$ cat config.mk
export PLATFORM = sky130hd
export DESIGN_NAME = iomath_bridge
export DESIGN_NICKNAME = d
export VERILOG_FILES = /design/src/rtl/iomath_pkg.sv /design/src/rtl/iomath_port_dec.sv /design/src/rtl/iomath_lane_reg.sv /design/src/rtl/iomath_umul.sv /design/src/rtl/iomath_res_mux.sv /design/src/rtl/iomath_bridge.sv
export SDC_FILE = /design/constraint.sdc
export NUM_CORES = 1
export LEC_CHECK = 0
export ABC_CLOCK_PERIOD_IN_PS = 7100
export BUFFER_PORTS_ARGS = -buffer_cell sky130_fd_sc_hd__buf_2
export CORE_MARGIN = 2
export CORE_UTILIZATION = 60
export CTS_CLUSTER_DIAMETER = 30
export DETAILED_ROUTE_END_ITERATION = 7
export PLACE_DENSITY = 0.9
export SLEW_MARGIN = 20
export SYNTH_ARGS = -nofsm -noshare
export SYNTH_HDL_FRONTEND = slang
export SYNTH_SLANG_ARGS = --single-unit
$ cat constraint.sdc
create_clock -name clk -period 7.1 [get_ports clk]
set_clock_uncertainty 0.15 [all_clocks]
set_input_delay 1.775 -clock clk [delete_from_list [all_inputs] [get_ports clk]]
set_output_delay 1.775 -clock clk [all_outputs]
set_load 0.1 [all_outputs]
$ cat src/rtl/iomath_pkg.sv
package iomath_pkg;

   typedef enum logic [7:0] {
      FN_PASS_A = 8'd0,
      FN_PASS_B = 8'd1,
      FN_MUL_LO = 8'd2,
      FN_MUL_HI = 8'd3
   } fn_code_e;

   typedef enum logic [2:0] {
      GRP_NONE,
      GRP_OPA,
      GRP_OPB,
      GRP_FUNC,
      GRP_RES
   } port_grp_e;

endpackage

$ cat src/rtl/iomath_port_dec.sv
module iomath_port_dec
   import iomath_pkg::*;
#(
   parameter int unsigned    WORD_BYTES = 4,
   parameter logic [7:0]     OPA_BASE   = 8'h60,
   parameter logic [7:0]     OPB_BASE   = 8'h64,
   parameter logic [7:0]     RES_BASE   = 8'h68,
   parameter logic [7:0]     FUNC_PORT  = 8'h6F,
   localparam int unsigned   LANE_W     = (WORD_BYTES > 1) ? $clog2(WORD_BYTES) : 1
) (
   input  logic              clk,
   input  logic              rst_n,
   input  logic [7:0]        port_addr,
   input  logic              iorq_n,
   input  logic              rd_n,
   input  logic              wr_n,
   input  logic              chip_sel,
   output logic              wr_pulse,
   output port_grp_e         wr_grp,
   output logic [LANE_W-1:0] wr_lane,
   output logic              rd_hit,
   output logic [LANE_W-1:0] rd_lane
);

   function automatic logic in_window(input logic [7:0] a, input logic [7:0] base);
      return ({1'b0, a} >= {1'b0, base}) && ({1'b0, a} < ({1'b0, base} + 9'(WORD_BYTES)));
   endfunction

   logic strobe_w;
   logic strobe_q;

   assign strobe_w = chip_sel && !iorq_n && !wr_n;

   always_ff @(posedge clk or negedge rst_n) begin
      if (!rst_n) strobe_q <= 1'b0;
      else        strobe_q <= strobe_w;
   end

   assign wr_pulse = strobe_w && !strobe_q;

   always_comb begin
      wr_grp  = GRP_NONE;
      wr_lane = '0;
      if (in_window(port_addr, OPA_BASE)) begin
         wr_grp  = GRP_OPA;
         wr_lane = LANE_W'(port_addr - OPA_BASE);
      end else if (in_window(port_addr, OPB_BASE)) begin
         wr_grp  = GRP_OPB;
         wr_lane = LANE_W'(port_addr - OPB_BASE);
      end else if (port_addr == FUNC_PORT) begin
         wr_grp  = GRP_FUNC;
      end
   end

   assign rd_hit  = chip_sel && !iorq_n && !rd_n && in_window(port_addr, RES_BASE);
   assign rd_lane = LANE_W'(port_addr - RES_BASE);


   wr_once_chk: assert property (@(posedge clk) disable iff (!rst_n)
      wr_pulse |=> !wr_pulse);


   rd_cs_chk: assert property (@(posedge clk) disable iff (!rst_n)
      !chip_sel |-> !rd_hit);

endmodule

$ cat src/rtl/iomath_lane_reg.sv
module iomath_lane_reg #(
   parameter int unsigned    BYTE_W     = 8,
   parameter int unsigned    WORD_BYTES = 4,
   localparam int unsigned   LANE_W     = (WORD_BYTES > 1) ? $clog2(WORD_BYTES) : 1,
   localparam int unsigned   WORD_W     = BYTE_W * WORD_BYTES
) (
   input  logic              clk,
   input  logic              rst_n,
   input  logic              we,
   input  logic [LANE_W-1:0] lane,
   input  logic [BYTE_W-1:0] din,
   output logic [WORD_W-1:0] q
);

   logic [BYTE_W-1:0] bytes_q [WORD_BYTES];

   for (genvar i = 0; i < WORD_BYTES; i++) begin : g_lane
      always_ff @(posedge clk or negedge rst_n) begin
         if (!rst_n)                          bytes_q[i] <= '0;
         else if (we && lane == LANE_W'(i))   bytes_q[i] <= din;
      end
      assign q[i*BYTE_W +: BYTE_W] = bytes_q[i];


      lane_wr_chk: assert property (@(posedge clk) disable iff (!rst_n)
         (we && lane == LANE_W'(i)) |=> bytes_q[i] == $past(din));
   end


   hold_chk: assert property (@(posedge clk) disable iff (!rst_n)
      !we |=> $stable(q));

endmodule

$ cat src/rtl/iomath_umul.sv
module iomath_umul #(
   parameter int unsigned IN_W  = 8,
   parameter int unsigned OUT_W = 32
) (
   input  logic [IN_W-1:0]  a,
   input  logic [IN_W-1:0]  b,
   output logic [OUT_W-1:0] p
);

   if (OUT_W < 2 * IN_W) begin : g_bad
      $error("iomath_umul: OUT_W must hold the full product");
   end else begin : g_full
      logic [2*IN_W-1:0] full_w;
      assign full_w = a * b;
      assign p      = OUT_W'(full_w);
   end

endmodule

$ cat src/rtl/iomath_res_mux.sv
module iomath_res_mux
   import iomath_pkg::*;
#(
   parameter int unsigned WORD_W = 32,
   parameter int unsigned CODE_W = 8
) (
   input  logic [CODE_W-1:0] func,
   input  logic [WORD_W-1:0] op_a,
   input  logic [WORD_W-1:0] op_b,
   input  logic [WORD_W-1:0] mul_lo,
   input  logic [WORD_W-1:0] mul_hi,
   output logic [WORD_W-1:0] result
);

   always_comb begin
      case (func)
         CODE_W'(FN_PASS_A): result = op_a;
         CODE_W'(FN_PASS_B): result = op_b;
         CODE_W'(FN_MUL_LO): result = mul_lo;
         CODE_W'(FN_MUL_HI): result = mul_hi;
         default:            result = '0;
      endcase
   end

endmodule

$ cat src/rtl/iomath_bridge.sv
module iomath_bridge
   import iomath_pkg::*;
#(
   parameter int unsigned  BYTE_W     = 8,
   parameter int unsigned  WORD_BYTES = 4,
   parameter int unsigned  NARROW_W   = 8,
   parameter int unsigned  WIDE_W     = 16,
   parameter logic [7:0]   OPA_BASE   = 8'h60,
   parameter logic [7:0]   OPB_BASE   = 8'h64,
   parameter logic [7:0]   RES_BASE   = 8'h68,
   parameter logic [7:0]   FUNC_PORT  = 8'h6F
) (
   input  logic              clk,
   input  logic              rst_n,
   input  logic [7:0]        port_addr,
   input  logic [BYTE_W-1:0] wr_data,
   input  logic              iorq_n,
   input  logic              rd_n,
   input  logic              wr_n,
   input  logic              chip_sel,
   output logic [BYTE_W-1:0] rd_data,
   output logic              rd_hit
);

   localparam int unsigned WORD_W = BYTE_W * WORD_BYTES;
   localparam int unsigned LANE_W = (WORD_BYTES > 1) ? $clog2(WORD_BYTES) : 1;

   if (WORD_BYTES < 2) begin : g_chk_bytes
      $error("iomath_bridge: WORD_BYTES must be at least 2");
   end
   if (2 * WIDE_W > WORD_W || NARROW_W > WIDE_W) begin : g_chk_mul
      $error("iomath_bridge: multiplier widths do not fit the result word");
   end
   if (BYTE_W < 8) begin : g_chk_code
      $error("iomath_bridge: function code needs at least 8 bits");
   end

   logic              wr_pulse;
   port_grp_e         wr_grp;
   logic [LANE_W-1:0] wr_lane;
   logic [LANE_W-1:0] rd_lane;
   logic [WORD_W-1:0] op_a, op_b, mul_lo, mul_hi, result;
   logic [BYTE_W-1:0] func_q;

   iomath_port_dec #(
      .WORD_BYTES (WORD_BYTES),
      .OPA_BASE   (OPA_BASE),
      .OPB_BASE   (OPB_BASE),
      .RES_BASE   (RES_BASE),
      .FUNC_PORT  (FUNC_PORT)
   ) dec_i (
      .clk       (clk),
      .rst_n     (rst_n),
      .port_addr (port_addr),
      .iorq_n    (iorq_n),
      .rd_n      (rd_n),
      .wr_n      (wr_n),
      .chip_sel  (chip_sel),
      .wr_pulse  (wr_pulse),
      .wr_grp    (wr_grp),
      .wr_lane   (wr_lane),
      .rd_hit    (rd_hit),
      .rd_lane   (rd_lane)
   );

   iomath_lane_reg #(.BYTE_W(BYTE_W), .WORD_BYTES(WORD_BYTES)) opa_i (
      .clk (clk), .rst_n (rst_n),
      .we  (wr_pulse && wr_grp == GRP_OPA),
      .lane(wr_lane), .din (wr_data), .q (op_a)
   );

   iomath_lane_reg #(.BYTE_W(BYTE_W), .WORD_BYTES(WORD_BYTES)) opb_i (
      .clk (clk), .rst_n (rst_n),
      .we  (wr_pulse && wr_grp == GRP_OPB),
      .lane(wr_lane), .din (wr_data), .q (op_b)
   );

   always_ff @(posedge clk or negedge rst_n) begin
      if (!rst_n)                                 func_q <= '0;
      else if (wr_pulse && wr_grp == GRP_FUNC)    func_q <= wr_data;
   end

   iomath_umul #(.IN_W(NARROW_W), .OUT_W(WORD_W)) mul_lo_i (
      .a (op_a[NARROW_W-1:0]), .b (op_b[NARROW_W-1:0]), .p (mul_lo)
   );

   iomath_umul #(.IN_W(WIDE_W), .OUT_W(WORD_W)) mul_hi_i (
      .a (op_a[WIDE_W-1:0]), .b (op_b[WIDE_W-1:0]), .p (mul_hi)
   );

   iomath_res_mux #(.WORD_W(WORD_W), .CODE_W(BYTE_W)) mux_i (
      .func   (func_q),
      .op_a   (op_a),
      .op_b   (op_b),
      .mul_lo (mul_lo),
      .mul_hi (mul_hi),
      .result (result)
   );

   assign rd_data = rd_hit ? result[rd_lane*BYTE_W +: BYTE_W] : '0;


   pass_a_chk: assert property (@(posedge clk) disable iff (!rst_n)
      (rd_hit && func_q == BYTE_W'(FN_PASS_A) && port_addr == RES_BASE)
         |-> rd_data == op_a[BYTE_W-1:0]);


   undef_zero_chk: assert property (@(posedge clk) disable iff (!rst_n)
      (rd_hit && func_q > BYTE_W'(FN_MUL_HI)) |-> rd_data == '0);

endmodule

# --- Word-level counts from Yosys, hierarchy flattened ---
# Cells that the tools add are included.
word_totals:
  ff_bits: 73
  output_inout_bits: 9
  input_bits: 22
  elab_cells: 64
classes:
  n_lt_le_gt_ge: 6
  addsub: 3
  shift: 1
  mul: 2
  n_mux: 7
  n_eq_ne: 10
  n_reduce_logical: 25
ops:
  columns: ["op", "count"]
  rows:
  - ["$pmux W32 S4", 1]
  - ["$mul A16 B16 Y32", 1]
  - ["$shiftx A32 B6 Y8", 1]
  - ["$ge A8 B7 Y1 const B", 3]
  - ["$lt A8 B7 Y1 const B", 3]
  - ["$logic_and A1 B1 Y1", 19]
  - ["$eq A8 B2 Y1 const B", 2]
  - ["$mul A8 B8 Y16", 1]
  - ["$eq A8 B1 Y1 const B", 1]
  - ["$eq A8 B7 Y1 const B", 1]
  - ["$logic_not A8 Y1", 1]
  - ["$mux W8", 1]
  - ["$eq A3 B2 Y1 const B", 2]
  - ["$mux W2", 3]
  - ["$mux W3", 2]
  - ["$sub A2 B1 Y2 const B", 3]
  - ["$eq A2 B2 Y1 const B", 2]
  - ["$logic_not A1 Y1", 4]
  - ["$eq A3 B1 Y1 const B", 1]
  - ["$eq A2 B1 Y1 const B", 1]
  - ["$logic_not A2 Y1", 1]

# --- Longest topological paths before layout ---
# Gate-level depths: netlist of run 1.
logic_depth:
  word_depth: 7
  ltp_mapped: 26
  mapped_depth_nobuf: 24

# --- By module ---
# Synthesis of run 1 repeated with hierarchy kept, for this count alone.
unflattened:
  hier_cells: 1558
  area_unflattened_um2: 15150.8
modules_own_cells:
  columns: ["mod", "area_each_um2", "cells_each", "instances", "seq_area_each_um2"]
  rows:
  - ["iomath_umul at mul_hi_i", 8700.8, 1016, 1, 0.0]
  - ["iomath_lane_reg", 1212.4, 68, 2, 800.8]
  - ["iomath_umul at mul_lo_i", 2253.4, 260, 1, 0.0]
  - ["iomath_res_mux", 1017.2, 79, 1, 0.0]
  - ["iomath_bridge", 589.3, 48, 1, 200.2]
  - ["iomath_port_dec", 165.2, 19, 1, 25.0]

# --- Worst setup path after synthesis of run 1 ---
# OpenSTA, ideal clock, no wires.
synth_timing:
  path_type: "in2out"
  startpoint: "in port_addr[4]"
  endpoint: "out rd_data[4]"
  arrival_time_ns: 8.246
  slack_ns: -3.071
  path_stages: 6
  n_path_buf: 0
  required_ns: 5.175
  path_cell_list: "nand4bb_1 -> nor4_1 -> nand2_1 -> inv_1 -> nand2_1 -> o32ai_1"
synth_between:
  elab_chain_len: 4
  elab_cells_between_ends: 5
  classes_between: "order compare (2); mux (1); reduce/logical (2)"
synth_rtl:
  columns: ["element", "line_no", "source"]
  rows:
  - ["from (decl)", "iomath_bridge.sv:15", "input logic [7:0] port_addr,"]
  - ["$ge A8 B7 Y1 / $lt A8 B7 Y1 (equally long branches)", "iomath_port_dec.sv:26", "return ({1'b0, a} >= {1'b0, base}) && ({1'b0, a} < ({1'b0, base} + 9'(WORD_BYTES)));"]
  - ["$logic_and A1 B1 Y1 *", "iomath_port_dec.sv:26", null]
  - ["$logic_and A1 B1 Y1 *", "iomath_port_dec.sv:55", "assign rd_hit = chip_sel && !iorq_n && !rd_n && in_window(port_addr, RES_BASE);"]
  - ["net rd_hit", "iomath_bridge.sv:22", "output logic rd_hit"]
  - ["$mux W8 *", "iomath_bridge.sv:100", "assign rd_data = rd_hit ? result[rd_lane*BYTE_W +: BYTE_W] : '0;"]
  - ["to (decl)", "iomath_bridge.sv:21", "output logic [BYTE_W-1:0] rd_data,"]
# Mark *: on every way through the listed nets, which the timed path passes. The rest lies on a longest branch.

# --- Final worst setup path of run 1 ---
layout_timing:
  startpoint: "reg opb_i.bytes_q (netlist bit opb_i.q[4])"
  endpoint: "out rd_data[7]"
layout_between:
  elab_chain_len: 4
  elab_cells_between_ends: 5
  classes_between: "mul (2); shift (1); mux (2)"
layout_rtl:
  columns: ["element", "line_no", "source"]
  rows:
  - ["from (decl)", "iomath_lane_reg.sv:15", "logic [BYTE_W-1:0] bytes_q [WORD_BYTES];"]
  - ["from (signal, indexed assignment)", "iomath_lane_reg.sv:20", "else if (we && lane == LANE_W'(i)) bytes_q[i] <= din;"]
  - ["$mul A16 B16 Y32 / $mul A8 B8 Y16 (equally long branches)", "iomath_umul.sv:14", "assign full_w = a * b;"]
  - ["$pmux W32 S4 *", "iomath_res_mux.sv:16", "case (func)"]
  - ["$shiftx A32 B6 Y8 *", "iomath_bridge.sv:100", null]
  - ["$mux W8 *", "iomath_bridge.sv:100", null]
# Mark *: on every way between the ends. The rest lies on a longest branch, timed or not.

==> flow_metrics.env, run 1 <==
export IMPL_status="complete, but fails checks"
export IMPL_violations="negative setup slack"
export IMPL_ys_flop_type="dfrtp_1"
export IMPL_antenna_found_initial=0
export IMPL_whs_ns=0.3628
export IMPL_avgSynthCellArea_um2=9.208
export IMPL_cp_cell_sequence="buf_6 > and2_1 > fa_1 > inv_1 > fa_1 > fa_1 > inv_1 > fa_2 > fa_1 > inv_1 > fa_1 > inv_1 > ha_4 > nand4_1 > nor3_2 > o211ai_1 > a31oi_4 > a21o_1 > o21ai_2 > nand2_1 > nand4_1 > a31oi_4 > buf_12"
export IMPL_die_h_um=156.7
export IMPL_synth_top_area_cell="fa_1"
export IMPL_yosysMostFrequentCell="inv_1"
export IMPL_hold_path_class="flip-flop to flip-flop"
export IMPL_dp_hpwl_um=32930
export IMPL_critPathArrivalTime_ns=6.69
export IMPL_synth_edff_count=0
export IMPL_coreArea_um2=22780
export IMPL_cap_violations=0
export IMPL_antenna_cells=0
export IMPL_ctsHtreeMaxLevel=3
export IMPL_regArea_um2=1857
export IMPL_multi_input_area_um2=11390
export IMPL_path_clk_slew_ns=0.07
export IMPL_pin_count=31
export IMPL_first_pass_iters=8
export IMPL_critical_path_top_delay_family="adder cells"
export IMPL_grt_use_met2=0.6261
export IMPL_grt_pass1_wl_um=70860
export IMPL_synth_common_cells="inv_1 (314), fa_1 (230), nand2_1 (189)"
export IMPL_vias_per_cell=6.169
export IMPL_path_class="flip-flop to output pin"
export IMPL_cp_common_cell="fa_1"
export IMPL_grt_max_degree=74
export IMPL_cts_made_buffers=9
export IMPL_yosysWarningCount=0
export IMPL_finalCriticalPeriod_ns=8.616
export IMPL_dpl_cell_count=1993
export IMPL_clock_sinks=73
export IMPL_gp_congestion=0.9560
export IMPL_setup_viol=8
export IMPL_cp_slowest_stage_delay_ns=0.63
export IMPL_switchingPower_uw=295.1
export IMPL_dp_slack_ns=-1.152
export IMPL_syn_nets=1911
export IMPL_grt_pass1_vias=13740
export IMPL_initial_core_util=0.6144
export IMPL_powerDensity_nw_per_um2=59.59
export IMPL_portBuffers=30
export IMPL_rows=55
export IMPL_layout_drive_gt1_share=0.2846
export IMPL_fillCellCount=1318
export IMPL_routed_wirelength_um=45820
export IMPL_num_nets_final=2129
export IMPL_finalMaxSlewViolations=0
export IMPL_worst_path_max_fanout=6
export IMPL_track_usage=0.3756
export IMPL_synthDistinctLibCells=63
export IMPL_area_delta_synth_final_pct=23.81
export IMPL_critPathSlowestCell="fa_1"
export IMPL_fmax_mhz=116.1
export IMPL_drc_errors=0
export IMPL_ir_drop_v=0.0001437
export IMPL_hold_viol=0
export IMPL_cp_required_ns=5.18
export IMPL_start_kind="flip-flop"
export IMPL_final_cells=2056
export IMPL_met1_usage=0.4723
export IMPL_grt_busiest_layer="met2"
export IMPL_clock_latency_ns=0.35
export IMPL_synthCells=1520
export IMPL_fin_ws_ns=-1.516
export IMPL_power_leakage_nw=9.159
export IMPL_die_w_um=156.7
export IMPL_clkPwrFrac=0.478
export IMPL_ys_ff_latch=73
export IMPL_swShare=0.2858
export IMPL_worstSetupEndpointType="output pin"
export IMPL_postRouteAntennaNets=0
export IMPL_intPower_uw=737.5
export IMPL_cts_hold_buf=0
export IMPL_synth_seq_area_share=0.1305
export IMPL_worstMarginPinSlew_ns=1.019
export IMPL_relSlewSlack=0.3181
export IMPL_rsz0062_at_grt="true"
export IMPL_crit_buf_inv=6
export IMPL_cts_buffer_depth=2
export IMPL_async_flop_share=1.000
export IMPL_vias=12680
export IMPL_overflow=0
export IMPL_cts_root_buf="clkbuf_16"
export IMPL_ys_top_cells_by_area="fa_1 (33%), dfrtp_1 (13%), ha_1 (12%)"
export IMPL_syn_area_um2=14000
export IMPL_p_seq_frac=0.418
export IMPL_setup_tns_ns=-11.23
export IMPL_finalCritPeriodShare=1.213
export IMPL_yosys_area_top_type_share=0.3290
export IMPL_cts_tree="yes"
export IMPL_wire_per_inst_um=22.29
export IMPL_drtIter0Drc=1524
export IMPL_pwr_share_comb=0.104
export IMPL_die_area_um2=24560
export IMPL_use_met3=0.05206
[cell usage in the layout (no fill, tap or decap), types with 7 or more instances in the layout]
cell type,n
inv_1,310
buf_4,224
fa_1,223
nand2_1,183
ha_1,127
and2_1,105
mux2_2,74
dfrtp_1,49
nor2_1,33
a21oi_1,30
dfrtp_2,24
buf_2,23
o21ai_0,20
a21oi_2,18
a21o_1,16
xnor2_1,16
xor2_1,15
buf_12,14
a22oi_1,12
ha_4,12
nand2b_1,11
nor3_1,11
buf_6,11
a221oi_1,10
clkbuf_16,9
o21ai_1,8
o21ai_2,7
o211ai_1,7
fa_2,7
[cell families (layout without fill, tap and decap cells)]
kind of cell / after synthesis / count (layout) / share of synthesized area
flip-flops: 73 / 73 / 0.1305
multiplexers: 79 / 79 / 0.06311
XOR/XNOR: 35 / 35 / 0.02190
AND/OR/NAND/NOR: 402 / 402 / 0.1394
buffers and inverters: 379 / 602 / 0.1024
adder cells (fa/ha/maj): 369 / 369 / 0.4532
AO/OA/AOI/OAI: 183 / 183 / 0.08940
[through the flow]
step / util / cell area (um2) / total power, mW
6_report: 0.7607 / 17330 / 1.033
5_1_grt: 0.7607 / 17330 / 1.054
4_1_cts: 0.7455 / 16980 / 1.018
3_5_place_dp: 0.7069 / 16100 / 0.5312
3_3_place_gp: 0.7069 / 16100 / 0.5278
2_1_floorplan: - / 14510 / 0.4789
[registers in the layout (all words and copies together) (netlist names)]
register and count:
opb_i.q 32, func_q 8, opa_i.q 32, dec_i.strobe_q 1
[routing by layer]
| metal | vias up | routed length (um) |
|---|---|---|
| li1 | 5230 | - |
| met5 | - | 0 |
| met4 | 0 | 3595 |
| met2 | 931 | 21620 |
| met3 | 325 | 4518 |
| met1 | 6197 | 16080 |
[worst paths after layout]
check,slack (ns),start,cells after the start,endpoint
max,-1.52,opb_i.q[4],23,rd_data[7]
min,0.36,opa_i.q[20],1,opa_i.q[20]
max reg2reg,4.78,dec_i.strobe_q,4,opb_i.q[8]
min reg2reg,0.36,opa_i.q[20],1,opa_i.q[20]
max in group asynchronous,4.54,rst_n,2,opb_i.q[3]
min in group asynchronous,1.54,rst_n,2,opb_i.q[28]
[power by group through the flow]
stage	Combinational, mW	Clock, mW	Sequential (mW)
after global placement	0.0884	0	0.439
final	0.108	0.494	0.431
after detailed placement	0.0910	0	0.440
after CTS	0.0985	0.489	0.431
after floorplan	0.0460	0	0.433
after global routing	0.112	0.511	0.431
[area by class of cell]
| type | count | area share |
|---|---|---|
| Multi-Input combinational cell | 1068 | 0.6573 |
| Sequential cell | 73 | 0.1072 |
| Inverter | 314 | 0.06802 |
| Timing Repair Buffer | 272 | 0.1270 |
| Clock buffer | 9 | 0.01300 |
| Clock inverter | 7 | 0.004910 |
| Tap cell | 313 | 0.02260 |
[what timing repair did]
| action | CTS | global route |
|---|---|---|
| endpoints found under the setup margin | 8 | 8 |
| pin swaps | 56 | 39 |
| gates resized for setup | 73 | 54 |
| setup buffers | 38 | 10 |
Power figures use the tool's default switching activity.
==> run 2, diff against run 1 <==
--- a/config.mk
+++ b/config.mk
@@ -5,9 +5,10 @@
 export SDC_FILE = /design/constraint.sdc
 export NUM_CORES = 1
 export LEC_CHECK = 0
+export ABC_AREA = 1
 export ABC_CLOCK_PERIOD_IN_PS = 7100
 export BUFFER_PORTS_ARGS = -buffer_cell sky130_fd_sc_hd__buf_2
-export CORE_MARGIN = 2
+export CORE_MARGIN = 5
 export CORE_UTILIZATION = 60
 export CTS_CLUSTER_DIAMETER = 30
 export DETAILED_ROUTE_END_ITERATION = 7
==> run 2 against run 1 <==
The run ends with design-rule violations, negative setup slack left. Die area grew 14%. Clock-buffer cell count stayed put. Clock power is 2% lower. Synthesized area rose by 6.2%. Hold slack worse by 0.021 ns. Fmax rose by 5.6%. Synthesized cell count is 33% higher. Register-to-register slack improved by 0.08 ns. Cell count increased by 26%. Cell area rose by 7.3%. Sequential share of layout area is 0.73 points lower. Total power rose by 12%.
==> flow_metrics.env, run 2 <==
export IMPL_status="complete, but fails checks"
export IMPL_violations="design-rule violations, negative setup slack"
export IMPL_wire_per_inst_um=20.99
export IMPL_dpl_cell_area_um2=16990
export IMPL_antenna_found_initial=0
export IMPL_cts_hold_buf=0
export IMPL_synthCells=2029
export IMPL_synth_edff_count=0
export IMPL_critPathArrivalTime_ns=6.23
export IMPL_cp_common_cell="fa_1"
export IMPL_ir_drop_v=0.0001233
export IMPL_cp_required_ns=5.18
export IMPL_hold_path_class="flip-flop to flip-flop"
export IMPL_cts_buffer_depth=2
export IMPL_path_class="flip-flop to output pin"
export IMPL_cp_slowest_stage_delay_ns=0.63
export IMPL_async_flop_share=1.000
export IMPL_setup_viol=8
export IMPL_cts_made_buffers=9
export IMPL_cp_startpoint="opb_i.q[8]"
export IMPL_clock_latency_ns=0.35
export IMPL_start_kind="flip-flop"
export IMPL_routed_wirelength_um=54240
export IMPL_grt_pass1_vias=15680
export IMPL_relSlewSlack=0.3575
export IMPL_synthDistinctLibCells=40
export IMPL_power_leakage_nw=10.83
export IMPL_fin_ws_ns=-1.058
export IMPL_final_cells=2584
export IMPL_critical_path_top_delay_family="adder cells"
export IMPL_worst_path_max_fanout=7
export IMPL_cts_tree="yes"
export IMPL_layout_drive_gt1_share=0.2677
export IMPL_rows=57
export IMPL_dp_hpwl_um=37400
export IMPL_vias=15290
export IMPL_cts_root_buf="clkbuf_16"
export IMPL_hold_viol=0
export IMPL_ys_top_cells_by_area="fa_1 (31%), nand2_1 (15%), inv_1 (13%)"
export IMPL_synth_seq_area_share=0.1229
export IMPL_dpl_cell_count=2506
export IMPL_finalCritPeriodShare=1.149
export IMPL_yosysMostFrequentCell="nand2_1"
export IMPL_syn_area_um2=14860
export IMPL_worstSetupEndpointType="output pin"
export IMPL_hp_start="opb_i.q[21]"
export IMPL_clock_sinks=73
export IMPL_drc_errors=3
export IMPL_r2r_start="dec_i.strobe_q"
export IMPL_fmax_mhz=122.6
export IMPL_cp_cell_sequence="nand2_1 > fa_1 > fa_1 > inv_1 > fa_2 > fa_1 > fa_1 > inv_2 > fa_1 > inv_1 > ha_2 > a21oi_2 > inv_1 > nor2_2 > nand2_2 > a21oi_2 > nand2_1 > nand2_1 > nand3_2 > a21oi_2 > nor2_2 > nor2_4 > buf_12"
export IMPL_grt_max_degree=74
export IMPL_crit_buf_inv=5
export IMPL_avgSynthCellArea_um2=7.326
export IMPL_initial_core_util=0.6094
export IMPL_fillCellCount=1542
export IMPL_powerDensity_nw_per_um2=62.00
export IMPL_vias_per_cell=5.916
export IMPL_coreArea_um2=24390
export IMPL_portBuffers=30
export IMPL_antenna_cells=0
export IMPL_gp_congestion=1.035
export IMPL_track_usage=0.3563
export IMPL_syn_nets=2420
export IMPL_pin_count=31
export IMPL_final_area_um2=18590
export IMPL_power_mw=1.153
export IMPL_finalMaxSlewViolations=0
export IMPL_die_w_um=167.4
export IMPL_mostFrequentLayoutCells="nand2_1 (523), inv_1 (464), buf_4 (232)"
export IMPL_cap_violations=0
export IMPL_die_h_um=167.4
export IMPL_postRouteAntennaNets=0
export IMPL_ys_ff_latch=73
export IMPL_yosys_area_top_type_share=0.3098
export IMPL_first_pass_iters=8
export IMPL_grt_pass1_wl_um=79840
export IMPL_synth_common_cells="nand2_1 (595), inv_1 (512), fa_1 (230)"
export IMPL_path_clk_slew_ns=0.07
export IMPL_yosysWarningCount=0
export IMPL_ctsHtreeMaxLevel=3
export IMPL_worstMarginPinSlew_ns=0.9638
export IMPL_rsz0062_at_grt="true"
export IMPL_drtIter0Drc=1768
export IMPL_critPathSlowestCell="fa_2"
export IMPL_layout_commonest_cell="nand2_1"
export IMPL_ys_flop_type="dfrtp_1"
export IMPL_die_area_um2=28020
export IMPL_overflow=0
export IMPL_num_nets_final=2646
export IMPL_finalCriticalPeriod_ns=8.158
export IMPL_synth_top_area_cell="fa_1"
export IMPL_post_route_util=0.7621
export IMPL_area_delta_synth_final_pct=25.06
[run 2: cell types whose count changed in the layout (fill, tap and decap cells not counted), moves of 17 or more]
| cell | before | now |
|---|---|---|
| nand3_1 | 5 | 60 |
| nor2_1 | 33 | 50 |
| nand2_1 | 183 | 523 |
| and2_1 | 105 | 0 |
| inv_2 | 4 | 52 |
| nand2_2 | 4 | 67 |
| o21ai_1 | 8 | 51 |
| mux2_2 | 74 | 0 |
| inv_1 | 310 | 464 |
[run 2: through the flow]
stage	TNS, ns	hold slack (ns)	setup WS, ns
global route	-8.806	0.3547	-1.168
finish	-7.765	0.3422	-1.058
detailed placement	-4.922	0.3206	-0.7494
floorplan	-1.560	0.3037	-0.2458
global placement	-4.596	0.3156	-0.7687
CTS	-5.751	0.3368	-0.7741
[run 2: area by class of cell]
cell class              instances  area (um2)  share of cell area
multi-input cells            1355       11590              0.6233
clock buffers                   9       225.2             0.01212
flip-flops and latches         73        1856             0.09982
clock inverters                 7       85.08            0.004577
inverters                     518        1951              0.1049
repair buffers                298        2481              0.1335
well taps                     324       405.4             0.02181
[run 2: kinds of logic after synthesis]
kind of cell / Yosys count / share of synthesized area
DFF: 73 / 0.1229
adders and majority gates: 369 / 0.4268
buffers and inverters: 601 / 0.1577
AOI/OAI and AO/OA: 174 / 0.06532
xor gates and xnor gates: 5 / 0.002946
and+or+nand+nor: 807 / 0.2243
[run 2: worst reg2reg max path, stage by stage, from the launching register on]
cell,delay [ns]
dfrtp_1,0.40
nor4_4,0.39
inv_2,0.10
nor3b_4,0.38
nand2_2,0.35
nand2_1,0.22
o21ai_1,0.11
[run 2: metal layers]
metal	part of all wire	global-route usage
met1	0.33	0.4322
met2	0.46	0.5883
met4	0.092	0.2128
met5	0	0
met3	0.12	0.07284
[run 2: path summary, 6_finish.rpt]
kind / endpoint / slack (ns) / cells after the start
worst max-delay path: rd_data[5] / -1.06 / 23
worst min-delay path: opb_i.q[21] / 0.34 / 2
worst max register to register: opb_i.q[7] / 4.86 / 6
worst min register to register: opb_i.q[21] / 0.34 / 2
max in group asynchronous: opb_i.q[3] / 4.59 / 2
min in group asynchronous: func_q[0] / 1.50 / 2
[run 2: repair_timing]
item | 4_1_cts | 5_1_grt
endpoints found under the hold margin | 0 | 0
pin swaps | 37 | 73
buffers inserted | 38 | 24
resized for setup | 112 | 150
endpoints found under the setup margin | 8 | 8
[run 2: power breakdown]
group	switching [mW]	internal, mW
combinational	0.137	0.0791
sequential	0.0207	0.430
clock	0.207	0.279
total	0.365	0.788
